[config.mk]
export PLATFORM = sky130hd
export DESIGN_NAME = fu_reg_depmatrix
export DESIGN_NICKNAME = d
export VERILOG_FILES = /design/src/rtl/dmx_pkg.sv /design/src/rtl/dmx_row.sv /design/src/rtl/dmx_pick.sv /design/src/rtl/fu_reg_depmatrix.sv
export SDC_FILE = /design/constraint.sdc
export NUM_CORES = 2
export LEC_CHECK = 0
export BUFFER_PORTS_ARGS = -buffer_cell sky130_fd_sc_hd__buf_2
export CAP_MARGIN = 20
export CORE_ASPECT_RATIO = 1.75
export CORE_MARGIN = 2
export CORE_UTILIZATION = 35
export CTS_CLUSTER_DIAMETER = 40
export DETAILED_ROUTE_END_ITERATION = 16
export GPL_TIMING_DRIVEN = 0
export PLACE_DENSITY_LB_ADDON = 0.05
export SETUP_SLACK_MARGIN = 0.02
export SLEW_MARGIN = 20
export SYNTH_ARGS = -nofsm -noshare
export SYNTH_HDL_FRONTEND = slang
export SYNTH_HIERARCHICAL = 1
export SYNTH_SLANG_ARGS = --single-unit
[constraint.sdc]
create_clock -name clk -period 5.8 [get_ports clk]
set_input_delay 0.58 -clock clk [delete_from_list [all_inputs] [get_ports clk]]
set_output_delay 0.58 -clock clk [all_outputs]
set_load 0.05 [all_outputs]
[src/rtl/dmx_pkg.sv]
package dmx_pkg;

    typedef enum logic [1:0] {
        ROW_IDLE  = 2'd0,
        ROW_WAIT  = 2'd1,
        ROW_READY = 2'd2
    } row_state_e;

endpackage

[src/rtl/dmx_row.sv]
module dmx_row
    import dmx_pkg::*;
#(
    parameter int NUM_REGS = 32,
    parameter int DATA_W   = 32
) (
    input  logic                clk,
    input  logic                rst_n,
    input  logic                iss_en,
    input  logic [NUM_REGS-1:0] iss_src_a,
    input  logic [NUM_REGS-1:0] iss_src_b,
    input  logic [NUM_REGS-1:0] iss_dst,
    input  logic                cap_a,
    input  logic                cap_b,
    input  logic [DATA_W-1:0]   cap_data,
    input  logic                wb_en,
    input  logic                kill_en,
    output row_state_e          state_o,
    output logic [NUM_REGS-1:0] need_a_o,
    output logic [NUM_REGS-1:0] need_b_o,
    output logic [NUM_REGS-1:0] need_wr_o,
    output logic [DATA_W-1:0]   opnd_a_o,
    output logic [DATA_W-1:0]   opnd_b_o
);

    row_state_e          state_q, state_d;
    logic [NUM_REGS-1:0] need_a_q, need_b_q, need_wr_q;
    logic [DATA_W-1:0]   opnd_a_q, opnd_b_q;
    logic                a_done, b_done;

    assign a_done = (need_a_q == '0) || cap_a;
    assign b_done = (need_b_q == '0) || cap_b;

    // state register
    always_ff @(posedge clk) begin
        if (!rst_n) state_q <= ROW_IDLE;
        else        state_q <= state_d;
    end

    // transitions
    always_comb begin
        state_d = state_q;
        unique case (state_q)
            ROW_IDLE: begin
                if (iss_en)
                    state_d = ((iss_src_a != '0) || (iss_src_b != '0)) ? ROW_WAIT : ROW_READY;
            end
            ROW_WAIT: begin
                if (kill_en)              state_d = ROW_IDLE;
                else if (a_done && b_done) state_d = ROW_READY;
            end
            ROW_READY: begin
                if (wb_en || kill_en) state_d = ROW_IDLE;
            end
            default: state_d = ROW_IDLE;
        endcase
    end

    // masks and operand copies
    always_ff @(posedge clk) begin
        if (!rst_n) begin
            need_a_q  <= '0;
            need_b_q  <= '0;
            need_wr_q <= '0;
            opnd_a_q  <= '0;
            opnd_b_q  <= '0;
        end else begin
            unique case (state_q)
                ROW_IDLE: begin
                    if (iss_en) begin
                        need_a_q  <= iss_src_a;
                        need_b_q  <= iss_src_b;
                        need_wr_q <= iss_dst;
                        opnd_a_q  <= '0;
                        opnd_b_q  <= '0;
                    end
                end
                ROW_WAIT: begin
                    if (kill_en) begin
                        need_a_q  <= '0;
                        need_b_q  <= '0;
                        need_wr_q <= '0;
                    end else begin
                        if (cap_a) begin
                            need_a_q <= '0;
                            opnd_a_q <= cap_data;
                        end
                        if (cap_b) begin
                            need_b_q <= '0;
                            opnd_b_q <= cap_data;
                        end
                    end
                end
                ROW_READY: begin
                    if (wb_en || kill_en) need_wr_q <= '0;
                end
                default: begin
                    need_wr_q <= '0;
                end
            endcase
        end
    end

    // outputs
    assign state_o   = state_q;
    assign need_a_o  = need_a_q;
    assign need_b_o  = need_b_q;
    assign need_wr_o = need_wr_q;
    assign opnd_a_o  = opnd_a_q;
    assign opnd_b_o  = opnd_b_q;

endmodule

[src/rtl/dmx_pick.sv]
module dmx_pick #(
    parameter int NUM_ROWS = 8,
    parameter int NUM_REGS = 32
) (
    input  logic [NUM_ROWS-1:0] elig_a,
    input  logic [NUM_ROWS-1:0] elig_b,
    input  logic [NUM_REGS-1:0] need_a [NUM_ROWS],
    input  logic [NUM_REGS-1:0] need_b [NUM_ROWS],
    output logic                rd_valid,
    output logic [NUM_REGS-1:0] rd_oh
);

    // walk from the top so the lowest eligible row is assigned last and wins
    always_comb begin
        rd_valid = 1'b0;
        rd_oh    = '0;
        for (int r = NUM_ROWS - 1; r >= 0; r--) begin
            if (elig_a[r]) begin
                rd_valid = 1'b1;
                rd_oh    = need_a[r];
            end else if (elig_b[r]) begin
                rd_valid = 1'b1;
                rd_oh    = need_b[r];
            end
        end
    end

endmodule

[src/rtl/fu_reg_depmatrix.sv]
module fu_reg_depmatrix
    import dmx_pkg::*;
#(
    parameter int NUM_ROWS = 8,
    parameter int NUM_REGS = 32,
    parameter int DATA_W   = 32
) (
    input  logic                        clk,
    input  logic                        rst_n,
    input  logic                        iss_valid,
    input  logic [$clog2(NUM_ROWS)-1:0] iss_row,
    input  logic [NUM_REGS-1:0]         iss_src_a,
    input  logic [NUM_REGS-1:0]         iss_src_b,
    input  logic [NUM_REGS-1:0]         iss_dst,
    input  logic                        wb_valid,
    input  logic [$clog2(NUM_ROWS)-1:0] wb_row,
    input  logic                        kill_valid,
    input  logic [$clog2(NUM_ROWS)-1:0] kill_row,
    output logic                        rd_valid,
    output logic [NUM_REGS-1:0]         rd_oh,
    input  logic [DATA_W-1:0]           rd_data,
    input  logic [$clog2(NUM_ROWS)-1:0] sel_row,
    output logic [DATA_W-1:0]           sel_opnd_a,
    output logic [DATA_W-1:0]           sel_opnd_b,
    output logic [NUM_REGS-1:0]         pend_wr,
    output logic [NUM_REGS-1:0]         pend_rd,
    output logic [NUM_ROWS-1:0]         ops_ready
);

    localparam int ROW_W = $clog2(NUM_ROWS);

    row_state_e          st      [NUM_ROWS];
    logic [NUM_REGS-1:0] need_a  [NUM_ROWS];
    logic [NUM_REGS-1:0] need_b  [NUM_ROWS];
    logic [NUM_REGS-1:0] need_wr [NUM_ROWS];
    logic [NUM_REGS-1:0] blk     [NUM_ROWS];
    logic [DATA_W-1:0]   opa     [NUM_ROWS];
    logic [DATA_W-1:0]   opb     [NUM_ROWS];
    logic [NUM_ROWS-1:0] iss_en, wb_en, kill_en, rel;
    logic [NUM_ROWS-1:0] elig_a, elig_b, cap_a, cap_b;

    // per-row command decode
    always_comb begin
        for (int r = 0; r < NUM_ROWS; r++) begin
            iss_en[r]  = iss_valid  && (iss_row  == ROW_W'(r));
            wb_en[r]   = wb_valid   && (wb_row   == ROW_W'(r));
            kill_en[r] = kill_valid && (kill_row == ROW_W'(r));
            rel[r]     = (wb_en[r] && (st[r] == ROW_READY)) ||
                         (kill_en[r] && (st[r] != ROW_IDLE));
        end
    end

    // writes of every other row block a row's sources
    always_comb begin
        for (int r = 0; r < NUM_ROWS; r++) begin
            blk[r] = '0;
            for (int s = 0; s < NUM_ROWS; s++) begin
                if (s != r) blk[r] = blk[r] | need_wr[s];
            end
        end
    end

    always_comb begin
        for (int r = 0; r < NUM_ROWS; r++) begin
            elig_a[r] = (st[r] == ROW_WAIT) && (need_a[r] != '0) &&
                        ((need_a[r] & blk[r]) == '0);
            elig_b[r] = (st[r] == ROW_WAIT) && (need_b[r] != '0) &&
                        ((need_b[r] & blk[r]) == '0);
        end
    end

    dmx_pick #(
        .NUM_ROWS (NUM_ROWS),
        .NUM_REGS (NUM_REGS)
    ) u_pick (
        .elig_a   (elig_a),
        .elig_b   (elig_b),
        .need_a   (need_a),
        .need_b   (need_b),
        .rd_valid (rd_valid),
        .rd_oh    (rd_oh)
    );

    // broadcast capture into every matching unblocked slot
    always_comb begin
        for (int r = 0; r < NUM_ROWS; r++) begin
            cap_a[r] = rd_valid && elig_a[r] && (need_a[r] == rd_oh);
            cap_b[r] = rd_valid && elig_b[r] && (need_b[r] == rd_oh);
        end
    end

    for (genvar g = 0; g < NUM_ROWS; g++) begin : g_row
        dmx_row #(
            .NUM_REGS (NUM_REGS),
            .DATA_W   (DATA_W)
        ) u_row (
            .clk       (clk),
            .rst_n     (rst_n),
            .iss_en    (iss_en[g]),
            .iss_src_a (iss_src_a),
            .iss_src_b (iss_src_b),
            .iss_dst   (iss_dst),
            .cap_a     (cap_a[g]),
            .cap_b     (cap_b[g]),
            .cap_data  (rd_data),
            .wb_en     (wb_en[g]),
            .kill_en   (kill_en[g]),
            .state_o   (st[g]),
            .need_a_o  (need_a[g]),
            .need_b_o  (need_b[g]),
            .need_wr_o (need_wr[g]),
            .opnd_a_o  (opa[g]),
            .opnd_b_o  (opb[g])
        );
    end

    // column ORs; a releasing row drops its write in the same cycle
    always_comb begin
        pend_wr = '0;
        pend_rd = '0;
        for (int r = 0; r < NUM_ROWS; r++) begin
            pend_wr = pend_wr | (need_wr[r] & {NUM_REGS{~rel[r]}});
            pend_rd = pend_rd | need_a[r] | need_b[r];
        end
    end

    always_comb begin
        for (int r = 0; r < NUM_ROWS; r++) ops_ready[r] = (st[r] == ROW_READY);
    end

    assign sel_opnd_a = opa[sel_row];
    assign sel_opnd_b = opb[sel_row];

endmodule

==> reports/metrics.csv, run 1 <==
stage,metric,value,unit
run_status,status,aborted with a tool error,
run_status,failing_step,5_1_grt,
run_status,stop_error,[ERROR GRT-0116] Global routing finished with congestion. Check the congestion regions in the DRC Viewer.,
global_route,first_global_vias,118774,
logic_synthesis,synth_nets,10047,
logic_synthesis,synth_cells,9902,
logic_synthesis,synth.distinct_cells,80,
global_route,grt_use_total,78.98,%
logic_synthesis,synth_ff_type,dfxtp_1,
place,gp_congestion,1.242,
clock_network,clock_path_buffers,4,
logic_synthesis,synth-xor-area-share,5.769,%
place,hpwl,573300,um
logic_synthesis,syn_area,77730,um^2
floorplan,die_x,360.3,um
place,port_buffers,310,
global_route,grt_pass1_wl,1279000,um
clock_network,clock-sinks,1296,
clock_network,hold_buffers,0,
floorplan,initial_core_util,35.25,%
logic_synthesis,synthArstFlopShare,0,%
global_route,grt_max_degree,18,
floorplan,die_y,627.4,um
logic_synthesis,synthTopCellsByCount,"nand2_1 (1643), dfxtp_1 (1296), a21oi_1 (822), nand3_1 (609), nor4_1 (606)",
logic_synthesis,yosysWarnings,6,
floorplan,fp-row-count,228,
logic_synthesis,synth-seq-cells,1296,
logic_synthesis,synthMuxAreaShare,4.636,%
global_route,gr-total-overflow,3611,
logic_synthesis,synth_most_common_cell,nand2_1,
logic_synthesis,synthAdderAreaFrac,0,%
logic_synthesis,synth_edf_count,0,
logic_synthesis,seq_area_frac_synth,33.38,%
floorplan,ioPinCount,314,
logic_synthesis,synth_top_family_by_area,simple AND/OR/NAND/NOR gates,
clock_network,cts_made_buffers,154,
logic_synthesis,yosysTopAreaCell,dfxtp_1,
clock_network,root_buffer,clkbuf_16,
logic_synthesis,synth_compound_area_share,20.22,%
logic_synthesis,synthSimpleGateAreaFrac,30.65,%
clock_network,h-tree-depth,4,
logic_synthesis,avgSynthCellArea,7.850,um^2
logic_synthesis,synth.area.top_cells,"dfxtp_1 (33%), nand2_1 (7.9%), a21oi_1 (5.3%), nor4_1 (4.9%), xor2_1 (4.3%)",
logic_synthesis,yosysTopAreaCellShare,33.38,%
logic make-up after synthesis:
family,count (synthesis)
flops,1296
xor+xnor,512
compound gates,2386
buf+inv,945
mux,192
simple gates,4571
timing repair:
action / in CTS
setup endpoints to repair: 1073
setup buffers: 198
pin swaps: 215
gates resized for setup: 1025
gates cloned: 7
per-stage QoR:
step	setup WS [ns]	cells	cell area, um^2	TNS (ns)	hold WS (ns)
2_1_floorplan	0.02326	9902	78430	0	0.4331
3_3_place_gp	-6.133	13087	83580	-5482.59	0.4380
3_5_place_dp	-5.848	13138	84570	-5225.84	0.4438
4_1_cts	-1.415	13498	95650	-1359.92	0.1032
per-layer routing:
metal / GRT overflow / global-route usage, %
met1: 39 / 78.16
met2: 2182 / 96.41
met3: 87 / 62.32
met4: 1291 / 80.78
met5: 12 / 33.31
==> run 2: changes to the inputs <==
- CORE_ASPECT_RATIO: 1.75 -> unset
- CORE_UTILIZATION: 35 -> 20
- CTS_CLUSTER_DIAMETER: 40 -> unset
- PLACE_DENSITY_LB_ADDON: 0.05 -> 0.15
- SETUP_SLACK_MARGIN: 0.02 -> unset
- clock period: 5.8 -> 7.5 ns (I/O delays scaled with it)
==> run 2 against run 1 <==
  * The flow now finishes, with violations (capacitance limit, slew limit, setup timing)
  * Synthesized cell count unchanged
  * Area after synthesis unchanged
==> reports/metrics.csv, run 2 <==
stage,metric,value,unit
run_status,status,finished with violations,
run_status,failed_checks,"capacitance limit, slew limit, setup timing",
floorplan,die-area,393700,um^2
floorplan,core,386300,um^2
sta,hold_viol,0,
sta,max_freq,124.4,MHz
logic_synthesis,synth-seq-cells,1296,
sta,setup_viol,1023,
global_route,gr-total-overflow,0,
logic_synthesis,synth.area.top_cells,"dfxtp_1 (33%), nand2_1 (7.9%), a21oi_1 (5.3%), nor4_1 (4.9%), xor2_1 (4.3%)",
clock_network,cts_made_buffers,172,
route,first_iter_violations,16013,
sta,rsz0062_at_grt,yes,
setup_path,crit_fanout,10,
setup_path,crit_required,8.26,ns
logic_synthesis,synth.distinct_cells,80,
global_route,grt_use_total,41.92,%
setup_path,r2r_start,g_row[7].u_row/need_b_o[22]$_SDFFE_PN0P_,
hold_path,whs_endpoint,g_row[6].u_row/opnd_b_o[24]$_SDFFE_PN0P_,
global_route,grt_pass1_wl,1057000,um
place,hpwl,644000,um
global_route,antenna_found_initial,162,
logic_synthesis,synth-xor-area-share,5.769,%
cells_and_area,nets,10948,
logic_synthesis,synthTopCellsByCount,"nand2_1 (1643), dfxtp_1 (1296), a21oi_1 (822), nand3_1 (609), nor4_1 (606)",
sta,finClkSkew,0.1080,ns
cells_and_area,area_growth,36.16,%
cells_and_area,final_common_cell,nand2_1,
logic_synthesis,synthMuxAreaShare,4.636,%
clock_network,clk_latency,0.97,ns
hold_path,hold_depth,3,
clock_network,clk_pin_slew,0.06,ns
floorplan,die_x,627.4,um
route,postRouteWirelength,862600,um
route,drtAntennaViolNets,0,
route,avgViaCountPerCell,6.274,
route,drt-pass1-iter-count,9,
logic_synthesis,synth_ff_type,dfxtp_1,
logic_synthesis,yosysTopAreaCellShare,33.38,%
logic_synthesis,synth_compound_area_share,20.22,%
floorplan,die_y,627.4,um
route,route.met3.wl,98040,um
sta,fin_ws,-0.5358,ns
cells_and_area,drive_above_1_share,27.38,%
floorplan,fp-row-count,228,
logic_synthesis,yosysTopAreaCell,dfxtp_1,
setup_path,cpPeakStageDelay,1.33,ns
route,drt-met1-wl,338100,um
sta,whs,0.2250,ns
global_route,first_global_vias,90522,
clock_network,clock_path_buffers,4,
place,port_buffers,310,
logic_synthesis,synth_cells,9902,
logic_synthesis,synth_most_common_cell,nand2_1,
hold_path,min_path_type,primary input to register,
logic_synthesis,avgSynthCellArea,7.850,um^2
logic_synthesis,synthAdderAreaFrac,0,%
sta,maxSlewViolCount,12,
setup_path,ff2ff_setup_slack,-0.54,ns
route,wl_per_cell,53.25,um
logic_synthesis,synth_top_family_by_area,simple AND/OR/NAND/NOR gates,
setup_path,worstSetupStartpoint,g_row[7].u_row/need_b_o[22]$_SDFFE_PN0P_,
logic_synthesis,yosysWarnings,6,
sta,slew_headroom,-2.081,%
setup_path,worstPathArrival,8.80,ns
clock_network,clock-sinks,1296,
floorplan,initial_core_util,20.12,%
logic_synthesis,synth_edf_count,0,
place,gp_congestion,1.086,
logic_synthesis,synth_nets,10047,
logic_synthesis,synthSimpleGateAreaFrac,30.65,%
route,drcViolationCount,0,
sta,setup_tns,-281.00,ns
clock_network,root_buffer,clkbuf_16,
global_route,grt_max_degree,24,
setup_path,crit_top_cell,buf_12,
clock_network,cts_tree,done,
sta,period_minus_slack,8.036,ns
setup_path,crit_slowest_cell,dfxtp_1,
flow_run,cap_viol_max_count,2,
route,via_count,101635,
sta,fin_crit_sh,107.1,%
setup_path,end_kind,register,
logic_synthesis,seq_area_frac_synth,33.38,%
hold_path,min-delay-start,rd_data[24],
setup_path,ff2ff_path_depth,29,
logic_synthesis,synthArstFlopShare,0,%
clock_network,h-tree-depth,4,
sta,max_slew.worst_pin.slew,1.528,ns
setup_path,start_kind,register,
route,top_layer_used,met5,
floorplan,ioPinCount,314,
setup_path,criticalPathCategory,register to register,
cells_and_area,final_cell_mix,"nand2_1 (1512), dfxtp_1 (1037), a21oi_1 (755), nand3_1 (572), buf_2 (534)",
clock_network,hold_buffers,0,
setup_path,r2r_end,g_row[2].u_row/need_b_o[30]$_SDFFE_PN0P_,
route,wl_met2,348800,um
logic_synthesis,syn_area,77730,um^2
==> run 2: worst max path at each step <==
stage	to	slack (ns)	depth (start not counted)
finish	g_row[2].u_row/need_b_o[30]$_SDFFE_PN0P_	-0.54	29
global route	g_row[2].u_row/need_b_o[27]$_SDFFE_PN0P_	-0.31	30
CTS	g_row[5].u_row/opnd_a_o[23]$_SDFFE_PN0P_	-0.25	27
detailed placement	g_row[1].u_row/opnd_a_o[18]$_SDFFE_PN0P_	-4.61	26
global placement	g_row[0].u_row/opnd_b_o[27]$_SDFFE_PN0P_	-7.87	26
floorplan	g_row[6].u_row/opnd_a_o[23]$_SDFFE_PN0P_	0.48	25
==> run 2: cell families (layout without fill, tap and decap cells) <==
family                 after synthesis  after routing
AO/OA/AOI/OAI                     2386           2392
XOR/XNOR                           512            512
flip-flops                        1296           1296
other                                0             83
buffers and inverters              945           1978
AND/OR/NAND/NOR                   4571           4571
multiplexers                       192            192
==> run 2: layout make-up <==
type / count / area [um^2]
Fill cell: 41767 / 280400
Multi-Input combinational cell: 7667 / 52940
Sequential cell: 1296 / 26350
Timing Repair Buffer: 874 / 8498
Tap cell: 5175 / 6475
Buffer: 766 / 5625
Clock buffer: 254 / 5085
Clock inverter: 58 / 565.5
Antenna cell: 83 / 207.7
Inverter: 26 / 102.6
==> run 2: worst max-delay path: cells and delay by family, from the launching register on <==
family | cells | cell delay [ns]
and+or+nand+nor | 13 | 3.31
DFF | 1 | 1.33
AOI/OAI and AO/OA | 7 | 1.66
xor gates and xnor gates | 1 | 0.10
buffers and inverters | 8 | 1.35
==> run 2: through the flow <==
stage,cell area [um^2],worst slack (ns),cells,util (%)
final,105800,-0.5358,16199,27.40
after global routing,105700,-0.3087,16128,27.36
after CTS,101500,-0.2475,15930,26.29
after detailed placement,87750,-4.610,15462,22.72
after global placement,85760,-7.871,15387,22.20
after floorplan,77730,0.4785,9902,-
==> run 2: timing repair <==
| item | 4_1_cts | 5_1_grt |
|---|---|---|
| pin swaps | 250 | 239 |
| resized for setup | 1339 | 746 |
| endpoints found under the setup margin | 1072 | 1038 |
| setup buffers | 261 | 187 |
| hold endpoints to repair | 0 | 0 |
| cloned | 25 | 23 |
==> run 2: metal layers <==
layer / track usage, % / up-vias
met4: 31.19 / 56
li1: - / 38852
met3: 15.82 / 2510
met5: 0.6050 / -
met2: 59.78 / 8399
met1: 50.86 / 51818
Power of run 2 is left out: the tool's default activity adds up to more than one toggle a clock period on the data nets, which glitch-free logic cannot reach.
